<file path="src/rtl/smbus_cfg_pkg.sv">
package smbus_cfg_pkg;

    localparam int OFFS_W      = 7;
    localparam int SYNC_STAGES = 2;

    typedef enum logic [2:0] {
        ST_IDLE,
        ST_RX,
        ST_ACK,
        ST_TX,
        ST_MACK,
        ST_WAIT
    } xfer_state_t;

    typedef enum logic [1:0] {
        PH_ADDR,
        PH_CMD,
        PH_COUNT,
        PH_DATA
    } xfer_phase_t;

    typedef struct packed {
        logic sda;
        logic scl_rise;
        logic scl_fall;
        logic start;
        logic stop;
    } bus_evt_t;

    typedef struct packed {
        logic              en;
        logic [OFFS_W-1:0] offs;
        logic [7:0]        data;
    } reg_wr_t;

    function automatic logic addr_match(input logic [7:0] b, input logic [6:0] dev);
        return b[7:1] == dev;
    endfunction

    function automatic logic [7:0] merge_write(input logic [7:0] cur, input logic [7:0] wdat,
                                               input logic [7:0] ro_m, input logic [7:0] w1c_m);
        logic [7:0] rw_m;
        rw_m = ~ro_m & ~w1c_m;
        return (wdat & rw_m) | (cur & w1c_m & ~wdat);
    endfunction

endpackage

</file>
<file path="src/rtl/smbus_line_sync.sv">
module smbus_line_sync
    import smbus_cfg_pkg::*;
(
    input  logic     clk,
    input  logic     rst,
    input  logic     scl_in,
    input  logic     sda_in,
    output bus_evt_t evt
);

    logic [SYNC_STAGES-1:0] scl_pipe, sda_pipe;
    logic scl_q, sda_q;
    logic scl_s, sda_s;

    always_ff @(posedge clk) begin
        if (rst) begin
            scl_pipe <= '1;
            sda_pipe <= '1;
            scl_q    <= 1'b1;
            sda_q    <= 1'b1;
        end else begin
            scl_pipe <= {scl_pipe[SYNC_STAGES-2:0], scl_in};
            sda_pipe <= {sda_pipe[SYNC_STAGES-2:0], sda_in};
            scl_q    <= scl_pipe[SYNC_STAGES-1];
            sda_q    <= sda_pipe[SYNC_STAGES-1];
        end
    end

    assign scl_s = scl_pipe[SYNC_STAGES-1];
    assign sda_s = sda_pipe[SYNC_STAGES-1];

    always_comb begin
        evt.sda      = sda_s;
        evt.scl_rise = scl_s & ~scl_q;
        evt.scl_fall = ~scl_s & scl_q;
        evt.start    = scl_s & scl_q & sda_q & ~sda_s;
        evt.stop     = scl_s & scl_q & ~sda_q & sda_s;
    end

endmodule

</file>
<file path="src/rtl/smbus_xfer_ctrl.sv">
module smbus_xfer_ctrl
    import smbus_cfg_pkg::*;
#(
    parameter int         NUM_BYTES = 18,
    parameter logic [6:0] DEV_ADDR  = 7'h69
) (
    input  logic              clk,
    input  logic              rst,
    input  bus_evt_t          evt,
    input  logic [7:0]        rd_data,
    output logic [OFFS_W-1:0] rd_offs,
    output reg_wr_t           wr,
    output logic              sda_low
);

    localparam logic [7:0] COUNT_BYTE = 8'(NUM_BYTES);

    xfer_state_t       state;
    xfer_phase_t       phase;
    logic [7:0]        shreg;
    logic [3:0]        bitcnt;
    logic              rw;
    logic              blk;
    logic              count_pend;
    logic [OFFS_W-1:0] ptr;
    logic [7:0]        tx_next;

    assign rd_offs = ptr;
    assign tx_next = count_pend ? COUNT_BYTE : rd_data;

    always_ff @(posedge clk) begin
        if (rst) begin
            state      <= ST_IDLE;
            phase      <= PH_ADDR;
            shreg      <= '0;
            bitcnt     <= '0;
            rw         <= 1'b0;
            blk        <= 1'b0;
            count_pend <= 1'b0;
            ptr        <= '0;
            sda_low    <= 1'b0;
            wr         <= '0;
        end else begin
            wr.en <= 1'b0;
            if (evt.start) begin
                state   <= ST_RX;
                phase   <= PH_ADDR;
                bitcnt  <= '0;
                sda_low <= 1'b0;
            end else if (evt.stop) begin
                state   <= ST_IDLE;
                sda_low <= 1'b0;
            end else begin
                unique case (state)
                    ST_RX: begin
                        if (evt.scl_rise) begin
                            shreg  <= {shreg[6:0], evt.sda};
                            bitcnt <= bitcnt + 4'd1;
                        end else if (evt.scl_fall && bitcnt == 4'd8) begin
                            state   <= ST_ACK;
                            sda_low <= 1'b1;
                            unique case (phase)
                                PH_ADDR: begin
                                    if (!addr_match(shreg, DEV_ADDR)) begin
                                        state   <= ST_WAIT;
                                        sda_low <= 1'b0;
                                    end else begin
                                        rw <= shreg[0];
                                    end
                                end
                                PH_CMD: begin
                                    blk        <= ~shreg[7];
                                    count_pend <= ~shreg[7];
                                    ptr        <= shreg[7] ? shreg[6:0] : '0;
                                end
                                PH_COUNT: begin
                                end
                                PH_DATA: begin
                                    wr.en   <= 1'b1;
                                    wr.offs <= ptr;
                                    wr.data <= shreg;
                                    ptr     <= ptr + 7'd1;
                                end
                            endcase
                        end
                    end
                    ST_ACK: begin
                        if (evt.scl_fall) begin
                            bitcnt <= '0;
                            if (phase == PH_ADDR && rw) begin
                                state      <= ST_TX;
                                shreg      <= tx_next;
                                sda_low    <= ~tx_next[7];
                                count_pend <= 1'b0;
                                if (!count_pend) ptr <= ptr + 7'd1;
                            end else begin
                                state   <= ST_RX;
                                sda_low <= 1'b0;
                                unique case (phase)
                                    PH_ADDR:  phase <= PH_CMD;
                                    PH_CMD:   phase <= blk ? PH_COUNT : PH_DATA;
                                    PH_COUNT: phase <= PH_DATA;
                                    PH_DATA:  phase <= PH_DATA;
                                endcase
                            end
                        end
                    end
                    ST_TX: begin
                        if (evt.scl_rise) begin
                            bitcnt <= bitcnt + 4'd1;
                        end else if (evt.scl_fall) begin
                            if (bitcnt == 4'd8) begin
                                state   <= ST_MACK;
                                sda_low <= 1'b0;
                            end else begin
                                shreg   <= {shreg[6:0], 1'b0};
                                sda_low <= ~shreg[6];
                            end
                        end
                    end
                    ST_MACK: begin
                        if (evt.scl_rise && evt.sda) begin
                            state <= ST_WAIT;
                        end else if (evt.scl_fall) begin
                            state      <= ST_TX;
                            bitcnt     <= '0;
                            shreg      <= tx_next;
                            sda_low    <= ~tx_next[7];
                            count_pend <= 1'b0;
                            if (!count_pend) ptr <= ptr + 7'd1;
                        end
                    end
                    default: begin
                    end
                endcase
            end
        end
    end

endmodule

</file>
<file path="src/rtl/smbus_cfg_regs.sv">
module smbus_cfg_regs
    import smbus_cfg_pkg::*;
#(
    parameter int                       NUM_BYTES = 18,
    parameter logic [NUM_BYTES*8-1:0]   RESET_VAL = '0,
    parameter logic [NUM_BYTES*8-1:0]   RO_MASK   = '0,
    parameter logic [NUM_BYTES*8-1:0]   W1C_MASK  = '0
) (
    input  logic                   clk,
    input  logic                   rst,
    input  reg_wr_t                wr,
    input  logic [NUM_BYTES*8-1:0] ro_bits,
    input  logic [NUM_BYTES*8-1:0] w1c_set,
    output logic [NUM_BYTES*8-1:0] cfg_bytes,
    output logic [NUM_BYTES-1:0]   wr_stb
);

    for (genvar i = 0; i < NUM_BYTES; i++) begin : g_byte
        localparam logic [7:0] RO_B  = RO_MASK[i*8 +: 8];
        localparam logic [7:0] W1C_B = W1C_MASK[i*8 +: 8];
        localparam logic [7:0] RST_B = RESET_VAL[i*8 +: 8] & ~RO_MASK[i*8 +: 8];

        logic [7:0] q, nxt;
        logic       hit, stb_q;

        assign hit = wr.en && (wr.offs == OFFS_W'(i));

        always_comb begin
            nxt = q;
            if (hit) nxt = merge_write(q, wr.data, RO_B, W1C_B);
            nxt = nxt | (w1c_set[i*8 +: 8] & W1C_B);
        end

        always_ff @(posedge clk) begin
            if (rst) begin
                q     <= RST_B;
                stb_q <= 1'b0;
            end else begin
                q     <= nxt;
                stb_q <= hit;
            end
        end

        assign cfg_bytes[i*8 +: 8] = (q & ~RO_B) | (ro_bits[i*8 +: 8] & RO_B);
        assign wr_stb[i]           = stb_q;
    end

endmodule

</file>
<file path="src/rtl/smbus_cfg_slave.sv">
module smbus_cfg_slave
    import smbus_cfg_pkg::*;
#(
    parameter int                     NUM_BYTES = 18,
    parameter logic [6:0]             DEV_ADDR  = 7'h69,
    parameter logic [NUM_BYTES*8-1:0] RESET_VAL = {8'h00, 8'h00, 8'h03, 8'h00, 8'h00, 8'h00,
                                                   8'h00, 8'h00, 8'h00, 8'h00, 8'hFF, 8'hFF,
                                                   8'hFF, 8'h00, 8'h7F, 8'hFF, 8'h0F, 8'h00},
    parameter logic [NUM_BYTES*8-1:0] RO_MASK   = {8'h00, 8'h00, 8'hF8, 8'h00, 8'h00, 8'h00,
                                                   8'h00, 8'h00, 8'h00, 8'h0F, 8'h00, 8'h00,
                                                   8'h00, 8'h00, 8'h00, 8'h00, 8'h00, 8'h00},
    parameter logic [NUM_BYTES*8-1:0] W1C_MASK  = {8'h00, 8'h00, 8'h00, 8'h00, 8'h00, 8'h00,
                                                   8'h00, 8'h00, 8'h04, 8'h00, 8'h00, 8'h00,
                                                   8'h00, 8'h00, 8'h00, 8'h00, 8'h00, 8'h00}
) (
    input  logic                   clk,
    input  logic                   rst,
    input  logic                   scl_in,
    input  logic                   sda_in,
    input  logic [NUM_BYTES*8-1:0] ro_bits,
    input  logic [NUM_BYTES*8-1:0] w1c_set,
    output logic                   sda_pull_low,
    output logic [NUM_BYTES*8-1:0] cfg_bytes,
    output logic [NUM_BYTES-1:0]   wr_stb
);

    bus_evt_t          evt;
    reg_wr_t           wr_req;
    logic [OFFS_W-1:0] rd_offs;
    logic [7:0]        rd_data;

    smbus_line_sync u_sync (
        .clk    (clk),
        .rst    (rst),
        .scl_in (scl_in),
        .sda_in (sda_in),
        .evt    (evt)
    );

    smbus_xfer_ctrl #(
        .NUM_BYTES (NUM_BYTES),
        .DEV_ADDR  (DEV_ADDR)
    ) u_ctrl (
        .clk     (clk),
        .rst     (rst),
        .evt     (evt),
        .rd_data (rd_data),
        .rd_offs (rd_offs),
        .wr      (wr_req),
        .sda_low (sda_pull_low)
    );

    smbus_cfg_regs #(
        .NUM_BYTES (NUM_BYTES),
        .RESET_VAL (RESET_VAL),
        .RO_MASK   (RO_MASK),
        .W1C_MASK  (W1C_MASK)
    ) u_regs (
        .clk       (clk),
        .rst       (rst),
        .wr        (wr_req),
        .ro_bits   (ro_bits),
        .w1c_set   (w1c_set),
        .cfg_bytes (cfg_bytes),
        .wr_stb    (wr_stb)
    );

    always_comb begin
        rd_data = 8'h00;
        for (int i = 0; i < NUM_BYTES; i++) begin
            if (rd_offs == OFFS_W'(i)) rd_data = cfg_bytes[i*8 +: 8];
        end
    end

endmodule

</file>
<file path="config.mk">
export PLATFORM = sky130hd
export DESIGN_NAME = smbus_cfg_slave
export DESIGN_NICKNAME = d
export VERILOG_FILES = /design/src/rtl/smbus_cfg_pkg.sv /design/src/rtl/smbus_line_sync.sv /design/src/rtl/smbus_xfer_ctrl.sv /design/src/rtl/smbus_cfg_regs.sv /design/src/rtl/smbus_cfg_slave.sv
export SDC_FILE = /design/constraint.sdc
export NUM_CORES = 1
export LEC_CHECK = 0
export BUFFER_PORTS_ARGS = -buffer_cell sky130_fd_sc_hd__buf_2
export CAP_MARGIN = 20
export CORE_AREA = 2 2 178 180
export CTS_CLUSTER_SIZE = 24
export DETAILED_ROUTE_END_ITERATION = 8
export DIE_AREA = 0 0 180 182
export GPL_ROUTABILITY_DRIVEN = 0
export PLACE_DENSITY = 0.72
export SETUP_SLACK_MARGIN = 0.02
export SLEW_MARGIN = 0
export SYNTH_ARGS = -nofsm -noshare
export SYNTH_HDL_FRONTEND = slang
export SYNTH_HIERARCHICAL = 1
export SYNTH_SLANG_ARGS = --single-unit
</file>
<file path="constraint.sdc">
create_clock -name clk -period 2.3 [get_ports clk]
set_input_delay 0.23 -clock clk [delete_from_list [all_inputs] [get_ports clk]]
set_output_delay 0.23 -clock clk [all_outputs]
set_load 0.1 [all_outputs]
</file>
==> results of run 1 <==
placed cells by master (no fill, tap or decap), types with 5 or more instances in the layout:
cell       netlist  routed
nor2b_1         17      16
clkbuf_1        40       7
clkbuf_16        0      25
dfxtp_2          0      10
inv_1           12      12
o2111ai_1        5       5
nor2_1         124     120
nand3_1         17      17
nand3b_1         6       6
buf_4           35      92
o211ai_1         8       8
o21ai_1          4       7
mux2_2          11      10
mux4_2           9       9
nand2_1         40      39
dfxtp_1        203     190
mux2i_1        176     176
o21ai_0         28      24
a21oi_1         42      41
buf_2           16     175
nor2_2           1       5
nand2b_1       106     106
nand3_2          6       6
buf_12           0       5
nor3_1          12      10
a31oi_1          8       7
or2_1            7       7
o22ai_1          9       6
a211oi_1        11       8
Yosys cell counts, drive strengths merged (12+ instances only):
cell type,count
dfxtp,203
nand3,25
inv,12
a211oi,12
nand2b,106
clkbuf,40
buf,62
a21oi,42
nor3,12
o21ai,33
mux2i,176
nand2,42
nor2b,17
nor2,125
where the power goes:
group	total, mW	leakage, nW	internal, mW	switching, mW
clock	4.01	0.404	2.46	1.55
sequential	3.87	1.64	3.61	0.256
combinational	2.60	3.76	1.14	1.46
cell families after synthesis:
family,Yosys count
multiplexers,196
XOR/XNOR,6
AND/OR/NAND/NOR,397
flip-flops,203
buffers and inverters,115
AO/OA/AOI/OAI,171
adder cells (fa/ha/maj),3
how the worst max path moves through the flow:
| stage | endpoint | slack [ns] | cells past startpoint |
|---|---|---|---|
| floorplan | u_ctrl/sda_low | -0.07 | 9 |
| global placement | u_ctrl/shreg[0] | -0.24 | 9 |
| detailed placement | u_ctrl/shreg[0] | -0.22 | 9 |
| CTS | u_ctrl/sda_low | -0.15 | 8 |
| global route | u_ctrl/sda_low | -0.25 | 9 |
| finish | u_ctrl/sda_low | -0.18 | 9 |
through the flow:
stage | hold WS, ns | total power, mW
after floorplan | 0.327 | 5.49
after global placement | 0.395 | 6.28
after detailed placement | 0.411 | 6.31
after CTS | 0.187 | 10.4
after global routing | 0.225 | 10.8
final | 0.202 | 10.5
what timing repair did:
action,in CTS,in global routing
resized for setup,16,28
endpoints found under the setup margin,9,14
gates cloned,0,0
endpoints found under the hold margin,3,0
buffers inserted,2,1
hold buffers,3,0
pin swaps,1,9
sequential cells by signal, summed over array words and instances (netlist names):
| name | cells |
|---|---|
| u_sync/sda_pipe | 2 |
| u_ctrl/phase | 2 |
| u_ctrl/rw | 1 |
| u_ctrl/sda_low | 1 |
| u_sync/scl_pipe | 2 |
| u_ctrl/shreg | 8 |
| u_ctrl/wr | 16 |
| u_sync/scl_q | 1 |
| u_ctrl/bitcnt | 4 |
| u_sync/sda_q | 1 |
| u_regs/g_byte.q | 135 |
| u_ctrl/rd_offs | 7 |
| u_ctrl/blk | 1 |
| u_regs/g_byte.stb_q | 18 |
| u_ctrl/count_pend | 1 |
| u_ctrl/state | 3 |
layout make-up:
cell class | count | area, µm² | area share (%)
Sequential cell | 203 | 4090 | 31.4
Clock inverter | 8 | 125 | 0.960
Timing Repair Buffer | 278 | 1730 | 13.3
Tap cell | 402 | 503 | 3.86
Inverter | 13 | 48.8 | 0.374
Multi-Input combinational cell | 773 | 5840 | 44.8
Clock buffer | 36 | 707 | 5.42
layer usage:
metal / vias up / global-route usage, % / wire [µm]
met5: - / 0 / 0
met1: 4554 / 28.2 / 15400
met2: 490 / 30.7 / 15200
met4: 0 / 6.47 / 903
li1: 4261 / - / -
met3: 65 / 5.13 / 3430
==> run summary, run 1 <==
==========================================================================================
Most area-hungry cell type in the Yosys netlist                                    dfxtp_1
Cell depth of the worst hold path                                                        2
Multiplexer area fraction after synthesis                                            20.1%
Max_slew headroom                                                                    57.7%
Utilization of the core after routing                                                42.1%
Xor-xnor portion of the synthesized cell area                                       0.688%
Buf+Inv Stages, Crit Path                                                                1
Number of placed cells counting well taps                                             1663
Maximum operating frequency                                                      0.403 GHz
Net count of the finished layout                                                      1588
Latest clock arrival within the worst-skew pair                                    0.53 ns
Fraction of the cycle the final worst path needs                                      108%
Time the worst path needs with I/O delays and setup                                2.48 ns
Starting DRT DRC Count                                                                 868
Part of the Yosys area used for sequential elements                                  39.2%
Post-placement setup slack                                                       -0.218 ns
TritonCTS clock tree                                                                 built
VDD IR max                                                                        0.609 mV
Crit path largest cell delay                                                       0.46 ns
Slowest cell on the critical path                                                    or4_4
Source of the worst hold timing path                                                   rst
Total vias in the final route                                                         9370
Average cell area after synthesis                                                 9.50 µm²
Sum of negative setup slack                                                      -0.361 ns
Slew at the pin closest to its max-slew limit                                     0.634 ns
Largest net degree at the start of global routing                                       59
DRT Pass-1 Iters                                                                         6
Placeable core region                                                            31000 µm²
Leading cell types by total area after synthesis                              dfxtp_1, mux2i_1, nand2b_1, nor2_1, buf_4
Max-Cap Viols                                                                            0
Unrepaired setup endpoints after global routing                                       true
Critical-path maximum fanout                                                             6
CP arrival                                                                         2.92 ns
Vias per Instance                                                                     5.47
Post-placement cell area                                                         12000 µm²
Warnings from Yosys                                                                      6
Deepest clock path buffer count                                                          3
Vertical die dimension                                                              182 µm
Number of placement rows                                                                65
Per-cell routed wire length                                                        20.4 µm
Endpoint of the lowest-slack register-to-register path                        u_ctrl/sda_low
Clock slew at reported path FFs                                                    0.06 ns
Data required time of the critical path                                            2.74 ns
Post-route non-filler standard cell count                                             1713
Share of synthesized cell area in full adder, half adder and majority cells         0.362%
Total DRC errors in the routed layout                                                    0
Violated checks                                                               setup timing
Flop-to-flop setup slack                                                          -0.18 ns
Final std cell area, no fill                                                     13000 µm²
CTS sink count                                                                         203
Total of endpoints with negative setup slack in the final report                         5
Run status                                                                    finished, violations left
CTS root buf                                                                     clkbuf_16
Residual antenna-violating net count after detailed routing                              0
Ratio of cells with drive above 1 in the final layout                                31.4%
Number of hold-slack violations in the final timing report                               0
Number of buffer cells added on primary ports                                          176
Fillers                                                                               2937
Compound-cell area share of the yosys netlist                                        11.3%
Diode count                                                                              0
Number of synthesized register bits                                                    203
Initial Utilization                                                                  33.5%
Cell-by-cell trace of the critical path                                       buf_4 > or4_4 > a2111o_1 > a31oi_2 > a21oi_1 > nor2b_4 > o32a_1 > and3_4 > nor3_2
Critical Setup Path Class                                                       reg -> reg
DP Wirelength                                                                     25400 µm
Register-to-Register Path Depth                                                          9
Post-Synthesis Net Count                                                              1386
Instance count of the mapped netlist                                                  1091
Setup Skew                                                                       0.0181 ns
Critical R2R Launch                                                           u_ctrl/rd_offs[3]
Critical path's top delay family                                              compound AO/OA/AOI/OAI gates
Post-synth EDFFs                                                                         0
Number of antenna violations at the first check in global routing                        0
Leakage component of the power                                                     5.81 nW
Class of the tightest hold or removal check                                      in -> reg
Setup crit start kind                                                                 flop
Crit end category                                                                     flop
Wire length of the first global-routing pass                                      52700 µm
Depth of the CTS H-tree                                                                  1
Post-synth design cell area                                                      10400 µm²
CTS Buf Count                                                                           24
Final wirelength                                                                  34900 µm
Worst Hold Path EP                                                            u_ctrl/wr[5]
Async set-reset flop share out of synthesis                                             0%
Power density over the cells                                                    804 nW/µm²
Fraction of post-synthesis cell area in the top cell type by area                    39.2%
Number of I/O pins                                                                     455
Vias in the first global route                                                        9014
Floorplan die width                                                                 180 µm
Ys flop type                                                                       dfxtp_1
Worst Setup Slack, final                                                         -0.183 ns
Launch point of the critical path                                             u_ctrl/rd_offs[3]
Total congestion overflow after global routing                                           0
Count of unique library cells instantiated by Yosys                                     93
Floorplan die area                                                               32800 µm²
Final Max Slew Viols                                                                     0
Total routing resource utilization after global routing                              20.3%
Main combinational cell family by area after synthesis                        simple AND/OR/NAND/NOR gates
Layout Area Growth over Synthesis                                                    25.8%
Post-Synth Simple-Gate Area                                                          22.2%
==========================================================================================
(Power assumes the default switching activity.)
==> run 2: changes to the inputs <==
--- a/config.mk
+++ b/config.mk
@@ -13,7 +13,7 @@
 export DIE_AREA = 0 0 180 182
 export GPL_ROUTABILITY_DRIVEN = 0
 export PLACE_DENSITY = 0.72
-export SETUP_SLACK_MARGIN = 0.02
+export SETUP_SLACK_MARGIN = 0.05
 export SLEW_MARGIN = 0
 export SYNTH_ARGS = -nofsm -noshare
 export SYNTH_HDL_FRONTEND = slang
==> run summary, run 2 (synthesized netlist as in run 1, its figures left out) <==
================================================================================
Met2 Routed Length                                                      15100 µm   -0.45%
Final wirelength                                                        35000 µm   +0.29%
Critical Setup Path Class                                             reg -> reg
Critical-path maximum fanout                                                   5   -1
Total of endpoints with negative setup slack in the final report               7   +2
Clock slew at reported path FFs                                          0.06 ns   about the same
Depth of the CTS H-tree                                                        1   unchanged
Total congestion overflow after global routing                                 0   unchanged
Internal power                                                           7.06 mW   -2.2%
VDD IR max                                                              0.439 mV   -28%
Worst Setup Slack, final                                               -0.134 ns   +0.0491 ns
Total vias in the final route                                               9401   +0.33%
Number of I/O pins                                                           455   unchanged
Floorplan die area                                                     32800 µm²   unchanged
Largest register FFs                                                         135   unchanged
Residual antenna-violating net count after detailed routing                    0   unchanged
Switching fraction of total power                                          31.5%   +0.38 points
CP arrival                                                               2.83 ns   -0.09 ns
Sum of negative setup slack                                            -0.416 ns   -0.0552 ns
CTS root buf                                                           clkbuf_16
Relative contribution of the clock network to total power                  36.2%   -2.1 points
Vertical die dimension                                                    182 µm   unchanged
Fillers                                                                     2958   +0.72%
Data required time of the critical path                                  2.69 ns   -0.05 ns
Violated checks                                                     setup timing
Class of the tightest hold or removal check                            in -> reg
Switch Pwr                                                               3.25 mW   -0.40%
Final Max Slew Viols                                                           0   unchanged
Utilization of the core after routing                                      42.1%   +0.052 points
Sum of met3 wire segment lengths after detailed routing                  3520 µm   +2.4%
Floorplan die width                                                       180 µm   unchanged
Layout Area Growth over Synthesis                                          25.9%
Per-cell routed wire length                                              20.4 µm   about the same
Total routing resource utilization after global routing                    20.4%   +0.10 points
DP Wirelength                                                           25500 µm   +0.38%
Starting DRT DRC Count                                                       931   +7.3%
Power density over the cells                                          790 nW/µm²   -1.7%
Total DRC errors in the routed layout                                          0   unchanged
Deepest clock path buffer count                                                3   unchanged
Slew at the pin closest to its max-slew limit                           0.813 ns   +0.178 ns
Setup Skew                                                             0.0312 ns   +0.0131 ns
Placeable core region                                                  31000 µm²   unchanged
CTS sink count                                                               203   unchanged
Crit end category                                                           flop
Run status                                                          finished, violations left
Number of hold-slack violations in the final timing report                     0   unchanged
Diode count                                                                    0   unchanged
Min Hold Slack                                                         0.0163 ns   -0.186 ns
Wire length of the first global-routing pass                            53000 µm   +0.60%
Proportion of power drawn by flip-flops and latches                        36.8%   about the same
Fraction of the cycle the final worst path needs                            106%   -2.1 points
Commonest non-fill, non-tap cells in the layout                     dfxtp_1, mux2i_1, buf_2, nor2_1, nand2b_1
Latest clock arrival within the worst-skew pair                          0.53 ns   about the same
Most flops, register                                                u_regs/g_byte.q
Max_slew headroom                                                          45.6%   -12 points
Setup crit start kind                                                       flop
Net count of the finished layout                                            1594   +0.38%
Number of buffer cells added on primary ports                                176   unchanged
Most common cell after layout, fill and taps aside                       dfxtp_1
TritonCTS clock tree                                                       built
Combinational cell fraction of total power                                 27.0%   +2.2 points
DRT Pass-1 Iters                                                               6   unchanged
Unrepaired setup endpoints after global routing                             true
DR top layer                                                                met5
Largest net degree at the start of global routing                             60   +1.7%
CTS Buf Count                                                                 24   unchanged
Biggest regs                                                        u_regs/g_byte.q (135), u_regs/g_byte.stb_q (18), u_ctrl/wr (16)
Number of placement rows                                                      65   unchanged
Metal-1 WL                                                              15200 µm   -1.3%
Initial Utilization                                                        33.5%   unchanged
Number of antenna violations at the first check in global routing              1   +1
Ratio of cells with drive above 1 in the final layout                      31.8%   +0.41 points
Maximum operating frequency                                            0.411 GHz   +2.0%
Leakage component of the power                                           5.80 nW   -0.18%
Max-Cap Viols                                                                  0   unchanged
Time the worst path needs with I/O delays and setup                      2.43 ns   -0.0491 ns
Vias per Instance                                                           5.47   about the same
Vias in the first global route                                              9084   +0.78%
================================================================================
==> run 2: changes by cell type in the layout (fill, tap and decap cells not counted), sizes merged <==
cell / previous run / this run
inv: 12 / 13
clkinv: 5 / 2
clkbuf: 36 / 38
clkinvlp: 1 / 2
buf: 275 / 282
bufinv: 3 / 1
dlygate4sd3: 3 / 2
==> run 2: what timing repair did <==
item / 4_1_cts / 5_1_grt
cloned: 0 / 0
pin swaps: 11 / 14
setup endpoints to repair: 9 / 14
resized for setup: 29 / 26
hold endpoints to repair: 2 / 0
hold buffers: 2 / 0
buffers inserted: 2 / 4
==> run 2: through the flow <==
stage	area [µm²]	std cells	total power, mW	setup slack (ns)
2_1_floorplan	10400	1091	5.49	-0.0691
3_3_place_gp	12000	1667	6.33	-0.289
3_5_place_dp	12000	1667	6.36	-0.266
4_1_cts	12900	1714	10.2	-0.126
5_1_grt	13100	1718	10.7	-0.178
6_report	13100	1718	10.3	-0.134
==> run 2: cell type report <==
| cell class | instances | area, µm² | area share, % |
|---|---|---|---|
| Clock buffer | 38 | 714 | 5.47 |
| Clock inverter | 5 | 56.3 | 0.431 |
| Inverter | 13 | 48.8 | 0.374 |
| Multi-Input combinational cell | 773 | 5890 | 45.1 |
| Sequential cell | 203 | 4090 | 31.3 |
| Tap cell | 402 | 503 | 3.85 |
| Timing Repair Buffer | 284 | 1750 | 13.4 |
==> run 2: worst max-delay path, stage by stage (launching register included) <==
cell	delay (ns)
dfxtp_4	0.35
or4_4	0.57
buf_4	0.17
buf_4	0.15
a311oi_4	0.25
a31oi_4	0.14
a21oi_2	0.13
nor2b_4	0.19
o32a_1	0.15
and3_4	0.17
nor3_2	0.04
==> run 2: power by group through the flow <==
stage	registers, mW	logic [mW]	clock network, mW
floorplan	3.78	1.71	0
global placement	3.85	2.48	0
detailed placement	3.85	2.51	0
CTS	3.78	2.60	3.79
global route	3.80	2.95	3.92
finish	3.79	2.79	3.73
==> run 2: path summary, 6_finish.rpt <==
kind                                         start                     to  slack [ns]  depth (start not counted)
worst max-delay path             u_ctrl/rd_offs[4]         u_ctrl/sda_low       -0.13                         10
worst min-delay path                   w1c_set[74]  u_regs/g_byte[9].q[2]        0.02                          2
worst max register to register   u_ctrl/rd_offs[4]         u_ctrl/sda_low       -0.13                         10
worst min register to register  u_sync/sda_pipe[0]     u_sync/sda_pipe[1]        0.41                          1
==> run 2: metal layers <==
| layer | vias up | global-route usage (%) |
|---|---|---|
| li1 | 4275 | - |
| met1 | 4548 | 27.8 |
| met2 | 497 | 31.2 |
| met3 | 79 | 4.95 |
| met4 | 2 | 7.35 |
| met5 | - | 0 |
